--- config.mk ---
export PLATFORM = sky130hd
export DESIGN_NAME = rst_type_ctrl
export DESIGN_NICKNAME = d
export VERILOG_FILES = /design/src/rtl/rst_type_pkg.sv /design/src/rtl/rst_qual_cnt.sv /design/src/rtl/rst_seq.sv /design/src/rtl/rst_req_ctl.sv /design/src/rtl/rst_type_ctrl.sv
export SDC_FILE = /design/constraint.sdc
export NUM_CORES = 1
export LEC_CHECK = 0
export ABC_AREA = 0
export BUFFER_PORTS_ARGS = -buffer_cell sky130_fd_sc_hd__buf_2
export CAP_MARGIN = 10
export CORE_MARGIN = 4
export CORE_UTILIZATION = 51
export CTS_CLUSTER_DIAMETER = 200
export DETAILED_ROUTE_END_ITERATION = 8
export PLACE_DENSITY = 0.74
export SYNTH_ARGS = -nofsm -noshare
export SYNTH_HDL_FRONTEND = slang
export SYNTH_SLANG_ARGS = --single-unit
--- constraint.sdc ---
create_clock -name clk_i -period 1.4 [get_ports clk_i]
set_clock_uncertainty 0.05 [all_clocks]
set_input_delay 0.21 -clock clk_i [delete_from_list [all_inputs] [get_ports clk_i]]
set_output_delay 0.21 -clock clk_i [all_outputs]
set_load 0.01 [all_outputs]
--- src/rtl/rst_type_pkg.sv ---
package rst_type_pkg;
  localparam int NUM_SRC  = 3;
  localparam int SRC_CORE = 0;
  localparam int SRC_CHIP = 1;
  localparam int SRC_SYS  = 2;

  localparam logic [1:0] TYPE_NONE = 2'b00;
  localparam logic [1:0] TYPE_CORE = 2'b01;
  localparam logic [1:0] TYPE_CHIP = 2'b10;
  localparam logic [1:0] TYPE_SYS  = 2'b11;

  localparam logic [1:0] ADDR_DBG = 2'd0;
  localparam logic [1:0] ADDR_WDG = 2'd1;
  localparam logic [1:0] ADDR_CLR = 2'd2;

  localparam logic [1:0] FLD_SYS_REQ = 2'b11;

  typedef enum logic [1:0] {SEQ_RUN, SEQ_HOLD, SEQ_DRAIN} seq_state_e;
  typedef enum logic {WD_IDLE, WD_FIRED} wd_state_e;
endpackage

--- src/rtl/rst_qual_cnt.sv ---
module rst_qual_cnt #(
  parameter int QUAL_CYC = 8
) (
  input  logic clk_i,
  input  logic rst_ni,
  input  logic rst_in_i,
  output logic hit_o,
  output logic qual_next_o
);
  localparam int CW = $clog2(QUAL_CYC + 1);
  localparam logic [CW-1:0] CNT_MAX  = CW'(QUAL_CYC);
  localparam logic [CW-1:0] CNT_LAST = CW'(QUAL_CYC - 1);

  logic [CW-1:0] cnt_q;

  always_ff @(posedge clk_i or negedge rst_ni) begin
    if (!rst_ni)           cnt_q <= '0;
    else if (!rst_in_i)    cnt_q <= '0;
    else if (cnt_q != CNT_MAX) cnt_q <= cnt_q + 1'b1;
  end

  // hit: this edge completes the run; qual_next: input qualified after this edge
  assign hit_o       = rst_in_i && (cnt_q == CNT_LAST);
  assign qual_next_o = rst_in_i && (cnt_q >= CNT_LAST);
endmodule

--- src/rtl/rst_seq.sv ---
module rst_seq
  import rst_type_pkg::*;
#(
  parameter int DRAIN_CYC = 16
) (
  input  logic clk_i,
  input  logic rst_ni,
  input  logic core_in_i,
  input  logic core_hit_i,
  output logic core_rst_o
);
  localparam int DW = (DRAIN_CYC > 1) ? $clog2(DRAIN_CYC) : 1;
  localparam logic [DW-1:0] DCNT_LAST = DW'(DRAIN_CYC - 1);

  seq_state_e    state_q, state_d;
  logic [DW-1:0] dcnt_q, dcnt_d;

  always_comb begin
    state_d = state_q;
    dcnt_d  = dcnt_q;
    unique case (state_q)
      SEQ_RUN:  if (core_hit_i) state_d = SEQ_HOLD;
      SEQ_HOLD: if (!core_in_i) begin
        state_d = SEQ_DRAIN;
        dcnt_d  = '0;
      end
      SEQ_DRAIN: begin
        if (core_hit_i)                 state_d = SEQ_HOLD;
        else if (dcnt_q == DCNT_LAST)   state_d = SEQ_RUN;
        else                            dcnt_d  = dcnt_q + 1'b1;
      end
      default: state_d = SEQ_DRAIN;
    endcase
  end

  // power-on enters the release tail directly
  always_ff @(posedge clk_i or negedge rst_ni) begin
    if (!rst_ni) begin
      state_q <= SEQ_DRAIN;
      dcnt_q  <= '0;
    end else begin
      state_q <= state_d;
      dcnt_q  <= dcnt_d;
    end
  end

  assign core_rst_o = (state_q != SEQ_RUN);
endmodule

--- src/rtl/rst_req_ctl.sv ---
module rst_req_ctl
  import rst_type_pkg::*;
(
  input  logic       clk_i,
  input  logic       rst_ni,
  input  logic       reg_we_i,
  input  logic [1:0] reg_addr_i,
  input  logic [1:0] reg_wdata_i,
  input  logic       wdog_timeout_i,
  input  logic       dbg_rst_i,
  input  logic       core_hit_i,
  input  logic       sys_hit_i,
  output logic       req_o
);
  logic [1:0] wrc_q;
  wd_state_e  wd_q, wd_d;
  logic       dbg_set, wd_set, req_q;

  always_ff @(posedge clk_i or negedge rst_ni) begin
    if (!rst_ni)                                   wrc_q <= 2'b00;
    else if (core_hit_i)                           wrc_q <= 2'b00;
    else if (reg_we_i && reg_addr_i == ADDR_WDG)   wrc_q <= reg_wdata_i;
  end

  assign wd_set = (wd_q == WD_IDLE) && wdog_timeout_i && (wrc_q == FLD_SYS_REQ);

  always_comb begin
    wd_d = wd_q;
    unique case (wd_q)
      WD_IDLE:  if (wd_set)     wd_d = WD_FIRED;
      WD_FIRED: if (core_hit_i) wd_d = WD_IDLE;
      default:  wd_d = WD_IDLE;
    endcase
  end

  always_ff @(posedge clk_i or negedge rst_ni) begin
    if (!rst_ni) wd_q <= WD_IDLE;
    else         wd_q <= wd_d;
  end

  // debug field writes are dropped while the debug unit is in reset
  assign dbg_set = reg_we_i && (reg_addr_i == ADDR_DBG) &&
                   (reg_wdata_i == FLD_SYS_REQ) && !dbg_rst_i;

  always_ff @(posedge clk_i or negedge rst_ni) begin
    if (!rst_ni)                 req_q <= 1'b0;
    else if (sys_hit_i)          req_q <= 1'b0;
    else if (dbg_set || wd_set)  req_q <= 1'b1;
  end

  assign req_o = req_q;
endmodule

--- src/rtl/rst_type_ctrl.sv ---
module rst_type_ctrl
  import rst_type_pkg::*;
#(
  parameter int QUAL_CYC  = 8,
  parameter int DRAIN_CYC = 16
) (
  input  logic       clk_i,
  input  logic       rst_ni,
  input  logic       core_rst_i,
  input  logic       chip_rst_i,
  input  logic       sys_rst_i,
  input  logic       reg_we_i,
  input  logic [1:0] reg_addr_i,
  input  logic [1:0] reg_wdata_i,
  input  logic       wdog_timeout_i,
  output logic       core_rst_o,
  output logic       dbg_rst_o,
  output logic [1:0] rst_type_o,
  output logic       sys_rst_req_o
);
  logic [NUM_SRC-1:0] src_in, src_hit, src_qn;
  logic               type_evt;
  logic [1:0]         new_type, type_q;
  logic               dbg_rst_q;

  assign src_in = {sys_rst_i, chip_rst_i, core_rst_i};

  for (genvar i = 0; i < NUM_SRC; i++) begin : g_qual
    rst_qual_cnt #(.QUAL_CYC(QUAL_CYC)) u_qual (
      .clk_i       (clk_i),
      .rst_ni      (rst_ni),
      .rst_in_i    (src_in[i]),
      .hit_o       (src_hit[i]),
      .qual_next_o (src_qn[i])
    );
  end

  // record only while core is qualified; any fresh qualification re-evaluates
  assign type_evt = src_qn[SRC_CORE] && (|src_hit);

  always_comb begin
    if (src_qn[SRC_SYS])       new_type = TYPE_SYS;
    else if (src_qn[SRC_CHIP]) new_type = TYPE_CHIP;
    else                       new_type = TYPE_CORE;
  end

  always_ff @(posedge clk_i or negedge rst_ni) begin
    if (!rst_ni)                                  type_q <= TYPE_NONE;
    else if (type_evt)                            type_q <= new_type;
    else if (reg_we_i && reg_addr_i == ADDR_CLR)  type_q <= type_q & ~reg_wdata_i;
  end

  always_ff @(posedge clk_i or negedge rst_ni) begin
    if (!rst_ni) dbg_rst_q <= 1'b1;
    else         dbg_rst_q <= sys_rst_i;
  end

  rst_seq #(.DRAIN_CYC(DRAIN_CYC)) u_seq (
    .clk_i      (clk_i),
    .rst_ni     (rst_ni),
    .core_in_i  (core_rst_i),
    .core_hit_i (src_hit[SRC_CORE]),
    .core_rst_o (core_rst_o)
  );

  rst_req_ctl u_req (
    .clk_i          (clk_i),
    .rst_ni         (rst_ni),
    .reg_we_i       (reg_we_i),
    .reg_addr_i     (reg_addr_i),
    .reg_wdata_i    (reg_wdata_i),
    .wdog_timeout_i (wdog_timeout_i),
    .dbg_rst_i      (dbg_rst_q),
    .core_hit_i     (src_hit[SRC_CORE]),
    .sys_hit_i      (src_hit[SRC_SYS]),
    .req_o          (sys_rst_req_o)
  );

  assign dbg_rst_o  = dbg_rst_q;
  assign rst_type_o = type_q;
endmodule

==> results.yml, run 1 <==
global_route:
  overflow: 0
  grt_use_total_pct: 15.5
  grt_pass1_wl_um: 4130
  grt_max_degree: 26
  antenna_found_initial: 0
  grt_pass1_vias: 1007
flow_run:
  drv_cap: 0
setup_path:
  path_class: "reg2reg"
  cp_max_fo: 4
  slowest_stage: "dfrtp_1"
  reg2reg_slack_ns: 0.02
  end_kind: "flop"
  startpoint: "g_qual[2].u_qual.cnt_q[0]"
  critPathArrivalTime_ns: 1.59
  max_stage_delay_ns: 0.41
  critPathLaunchType: "flop"
  required_ns: 1.61
  crit_chain: "ha_2 > nand4b_1 > o31ai_4 > a31oi_4 > mux2i_1"
  path_buf_inv: 0
  reg2reg_from: "g_qual[2].u_qual.cnt_q[0]"
  cpLargestDelayFamily: "flip-flops"
clock_tree:
  clockRootBuffer: "clkbuf_4"
  cts.clk_slew.worst_paths_ns: 0.13
  cts-buffers-inserted: 3
  cts_tree: "done"
  htreeDepth: 1
  clk-insertion-delay-late_ns: 0.32
  cts_sinks: 25
  cts_max_path_buffers: 2
placement:
  place_congestion: 0.766
  port_buffers: 15
  place_hpwl_um: 1800
timing:
  hold_violations: 0
  fin_crit_sh_pct: 98.7
  worstMarginPinSlew_ns: 0.554
  hold_slack_ns: 0.0881
  final-max-slew-violation-count: 0
  finalSetupViolCount: 0
  maxSlewHeadroom_pct: 63.1
  period_needed_ns: 1.38
  max_freq_ghz: 0.724
  rsz0062_at_grt: "true"
layout:
  final_util_pct: 66.7
  num-nets-final: 183
  fill_cells: 190
  diodes: 0
  final_layout_size_suffix_gt1_share_pct: 31.7
  synthToLayoutAreaGrowth_pct: 24.5
route:
  dr_total_vias: 1034
  drcViolationCount: 0
  routedWlPerCell_um: 13.0
  drt_wl_total_um: 2530
  drt-vias-per-instance: 5.33
  ant_nets: 0
  first_iter_violations: 78
  drtPass1Iterations: 4
power:
  p_int_w: 0.00116
  seq_power_share_pct: 55.4
  p_clk_share_pct: 19.5
  leakage_nw: 0.783
  power.switching_w: 0.000501
  switching_share_pct: 30.1
  ir_drop_mv: 0.703
  pwr_density_cell_mw_per_mm2: 996
  combPwrFrac_pct: 25.1
floorplan:
  dieHeight_um: 59.3
  rows: 18
  start_util_pct: 53.6
  die_w_um: 59.3
  ios: 16
  core_mm2: 0.00250
  die_area_mm2: 0.00351
run_status:
  status: "complete, no violations"
logic_synthesis:
  ys_ff_latch: 25
  ys_seq_area_share_pct: 46.9
  ys_warn_count: 0
  netlist_area_mm2: 0.00134
  synth_cell_types: 28
  syn_inst: 131
  syn_avg_cell_area_um2: 10.2
  synth_nets: 149
hold_path:
  hp-start: "reg_wdata_i[0]"
  hold_path_class: "in2reg"
## final timing paths
check,endpoint,cells after the start
worst max-delay path,rst_type_o[0],5
worst min-delay path,u_req.wrc_q[0],3
worst max register to register,rst_type_o[0],5
worst min register to register,u_req.wd_q,1
max in group asynchronous,u_seq.state_q[1],2
min in group asynchronous,g_qual[0].u_qual.cnt_q[0],2
## flip-flops by register name, indices dropped and copies added (netlist names)
register	cells
u_req.req_o	1
rst_type_o	2
u_req.wd_q	1
u_seq.dcnt_q	4
dbg_rst_o	1
u_req.wrc_q	2
g_qual.u_qual.cnt_q	12
u_seq.state_q	2
## layout by cell type, fill, tap and decap left out, types with 4 or more instances in the layout
cell      synthesis  layout
nand3_1          12      11
o21ai_0           6       6
mux2i_1           5       5
buf_2             0      14
dfrtp_1          23      23
nand2_1           9       8
buf_4             0      12
nand3b_1          4       4
nor2_1           11      10
inv_1            13      13
a21oi_1           8       8
## through the flow
| step | total power, W | setup slack (ns) | instance area, µm² | std cells | setup TNS, ns |
|---|---|---|---|---|---|
| after floorplan | 0.00115 | 0.0182 | 1340 | 131 | 0 |
| after global placement | 0.00129 | 0.0162 | 1510 | 184 | 0 |
| after detailed placement | 0.00131 | -0.0329 | 1510 | 184 | -0.0559 |
| after CTS | 0.00165 | 0.00465 | 1600 | 193 | 0 |
| after global routing | 0.00178 | -0.0717 | 1670 | 194 | -0.228 |
| final | 0.00166 | 0.0188 | 1670 | 194 | 0 |
## kinds of logic (layout without fill, tap and decap cells)
logic type      Yosys count  count (layout)  share of synthesized area, %
simple gates             52              52                          23.0
fa+ha+maj                 7               7                          6.54
flops                    25              25                          46.9
xor+xnor                  6               6                          3.92
mux                       5               5                          3.73
compound gates           23              23                          12.3
buf+inv                  13              46                          3.64
## area by class of cell
type / instances / area [µm²] / share of cell area (%)
multi-input cells: 93 / 736 / 44.1
flip-flops and latches: 25 / 628 / 37.7
repair buffers: 29 / 191 / 11.5
inverters: 13 / 48.8 / 2.93
well taps: 30 / 37.5 / 2.25
clock buffers: 4 / 26.3 / 1.58
## worst reg2reg max path, delay by kind of cell, from the launching register on
family	cells	cell delay, ns
flops	1	0.41
mux	1	0.20
compound gates	2	0.31
fa+ha+maj	1	0.20
simple gates	1	0.16
## synth_stat cells, drive strengths merged
master   n  area, µm²
a21boi   1       7.51
a21o     1       8.76
a21oi    8       40.0
a31oi    1       12.5
and2     3       18.8
and4b    1       13.8
dfrtp   23        576
dfstp    2       52.6
ha       7       87.6
inv     13       48.8
mux2i    5       50.1
nand2    9       33.8
nand2b   2       12.5
nand3   12       60.1
nand3b   4       30.0
nand4b   3       56.3
nor2    11       41.3
nor2b    2       12.5
nor3     2       10.0
o211ai   2       25.0
o21ai    6       30.0
o31a     1       8.76
o31ai    3       32.5
or2      3       18.8
xnor2    4       35.0
xor2     2       17.5
## layer usage
metal | vias to the layer above | wire length [µm] | global-route usage [%]
li1 | 513 | - | -
met1 | 495 | 1160 | 19.4
met2 | 20 | 1220 | 24.8
met3 | 6 | 95 | 3.05
met4 | 0 | 56 | 9.06
met5 | - | 0 | 0
## power groups by stage
stage                     Sequential (W)  Combinational (W)  Clock, W
final                           0.000921           0.000417  0.000324
after detailed placement        0.000935           0.000374         0
after floorplan                 0.000935           0.000217         0
after global placement          0.000929           0.000356         0
after global routing            0.000938           0.000473  0.000368
after CTS                       0.000915           0.000396  0.000334
## timing repair
action / 4_1_cts / 5_1_grt
hold endpoints to repair: 24 / 0
pin swaps: 2 / 5
hold buffers: 2 / 0
endpoints found under the setup margin: 4 / 13
resized for setup: 4 / 14
setup buffers: 3 / 1
(Power assumes the default switching activity.)
==> run 2: changes to the inputs <==
- CORE_MARGIN: 4 -> default
==> run 2 against run 1 <==
Compared with the run above: the run now ends with setup timing left; die area down 19%; largest cell class unchanged; power up 2.7%; sequential power up 1%; clock power about the same; worst setup slack worse by 0.044 ns; global-route usage up 6.4 points; combinational power up 8.6%; final area up 5.1%; first-iteration DRC count down 78%; fmax down 3.1%; core utilization up 4.0 points; flip-flop and latch count unchanged.
==> results.yml, run 2 (synthesis results as in run 1) <==
run_status:
  status: "finished, violations left"
  violations: "setup timing"
timing:
  hold_slack_ns: 0.0783
  setup_slack_ns: -0.0257
  worstMarginPinSlew_ns: 0.562
  rsz0062_at_grt: "true"
  maxSlewHeadroom_pct: 62.5
  period_needed_ns: 1.43
  fin_tns_setup_ns: -0.0277
  max_freq_ghz: 0.701
  fin_crit_sh_pct: 102
  final-max-slew-violation-count: 0
  hold_violations: 0
  finalSetupViolCount: 3
global_route:
  grt_pass1_wl_um: 4440
  grt_use_total_pct: 22.0
  grt_pass1_vias: 1065
  grt_max_degree: 26
  overflow: 0
  antenna_found_initial: 0
layout:
  fill_cells: 198
  instances_no_fill: 198
  synthToLayoutAreaGrowth_pct: 30.8
  num-nets-final: 187
  final_cell_mix: "dfrtp_1 (20), buf_2 (14), buf_4 (12)"
  largest_register: "g_qual.u_qual.cnt_q"
  diodes: 0
  final_common_cell: "dfrtp_1"
  reg_top3: "g_qual.u_qual.cnt_q (12), u_seq.dcnt_q (4)"
  largest_reg_flops: 12
  fin_area_mm2: 0.00175
  final_layout_size_suffix_gt1_share_pct: 41.7
floorplan:
  die_w_um: 53.3
  core_mm2: 0.00248
  dieHeight_um: 53.3
  ios: 16
  rows: 18
  die_area_mm2: 0.00284
  start_util_pct: 54.1
placement:
  place_hpwl_um: 1940
  place_inst: 185
  place_congestion: 0.832
  postPlaceCellArea_mm2: 0.00152
  port_buffers: 15
route:
  ant_nets: 0
  drt_wl_total_um: 2870
  drtPass1Iterations: 3
  routedWlPerCell_um: 14.5
  first_iter_violations: 17
  drcViolationCount: 0
  dr_total_vias: 1069
  drt-vias-per-instance: 5.40
setup_path:
  required_ns: 1.56
  cp_max_fo: 3
  end_kind: "flop"
  reg2reg_slack_ns: -0.03
  critPathArrivalTime_ns: 1.59
  r2r-end: "g_qual[0].u_qual.cnt_q[1]"
  path_class: "reg2reg"
  startpoint: "g_qual[0].u_qual.cnt_q[0]"
  crit_end: "g_qual[0].u_qual.cnt_q[1]"
  reg2reg_from: "g_qual[0].u_qual.cnt_q[0]"
  critPathLaunchType: "flop"
  worstRegToRegCells: 6
power:
  ir_drop_mv: 0.706
  leakage_nw: 0.798
  pwr_density_cell_mw_per_mm2: 974
hold_path:
  whs_path_depth: 3
  hold_path_class: "in2reg"
clock_tree:
  cts_max_path_buffers: 2
  cts_tree: "done"
  cts.clk_slew.worst_paths_ns: 0.14
  clockRootBuffer: "clkbuf_4"
  htreeDepth: 1
  cts_sinks: 25
  clk-insertion-delay-late_ns: 0.31
  cts-buffers-inserted: 3
flow_run:
  drv_cap: 0
run 2: layout make-up:
cell class / instances / area, µm² / share of cell area (%)
repair buffers: 33 / 236 / 13.5
clock buffers: 4 / 26.3 / 1.50
flip-flops and latches: 25 / 632 / 36.0
well taps: 30 / 37.5 / 2.14
inverters: 13 / 48.8 / 2.78
multi-input cells: 93 / 772 / 44.0
run 2: routing by layer:
metal  track usage [%]  vias to the layer above  wire, µm
met1              24.2                      536      1180
met4              6.14                        0        15
met2              42.7                        8      1640
li1                  -                      523         -
met5                 0                        -         0
met3              2.87                        2        43
run 2: worst min path at each step:
stage               slack (ns)           start                         to
floorplan                -0.14          rst_ni  g_qual[0].u_qual.cnt_q[0]
global placement          0.18          rst_ni                 u_req.wd_q
detailed placement        0.19          rst_ni                 u_req.wd_q
CTS                       0.06  reg_wdata_i[0]             u_req.wrc_q[0]
global route              0.10  reg_wdata_i[0]             u_req.wrc_q[0]
finish                    0.08  reg_wdata_i[0]             u_req.wrc_q[0]
run 2: what timing repair did:
item / 4_1_cts / 5_1_grt
resized for setup: 4 / 33
hold endpoints to repair: 24 / 0
endpoints found under the setup margin: 6 / 13
pin swaps: 1 / 12
setup buffers: 5 / 2
hold buffers: 2 / 0
run 2: where the power goes:
part	total, W	switching (W)	internal [W]
Clock	0.000323	0.000212	0.000111
Sequential	0.000931	0.0000952	0.000836
Combinational	0.000453	0.000215	0.000238
run 2: worst max-delay path, stage by stage (launching register included):
cell     delay [ns]
dfrtp_1        0.45
inv_1          0.08
ha_2           0.18
nand2_2        0.06
or2_4          0.26
mux2i_1        0.18
nor2_1         0.07
run 2: per-stage QoR:
stage / utilization [%] / total power [W] / setup slack, ns
after floorplan: - / 0.00115 / 0.0182
after CTS: 65.1 / 0.00166 / 0.00176
final: 70.8 / 0.00171 / -0.0257
after global routing: 70.8 / 0.00182 / -0.0871
after detailed placement: 61.4 / 0.00131 / -0.0309
after global placement: 61.4 / 0.00128 / 0.0171
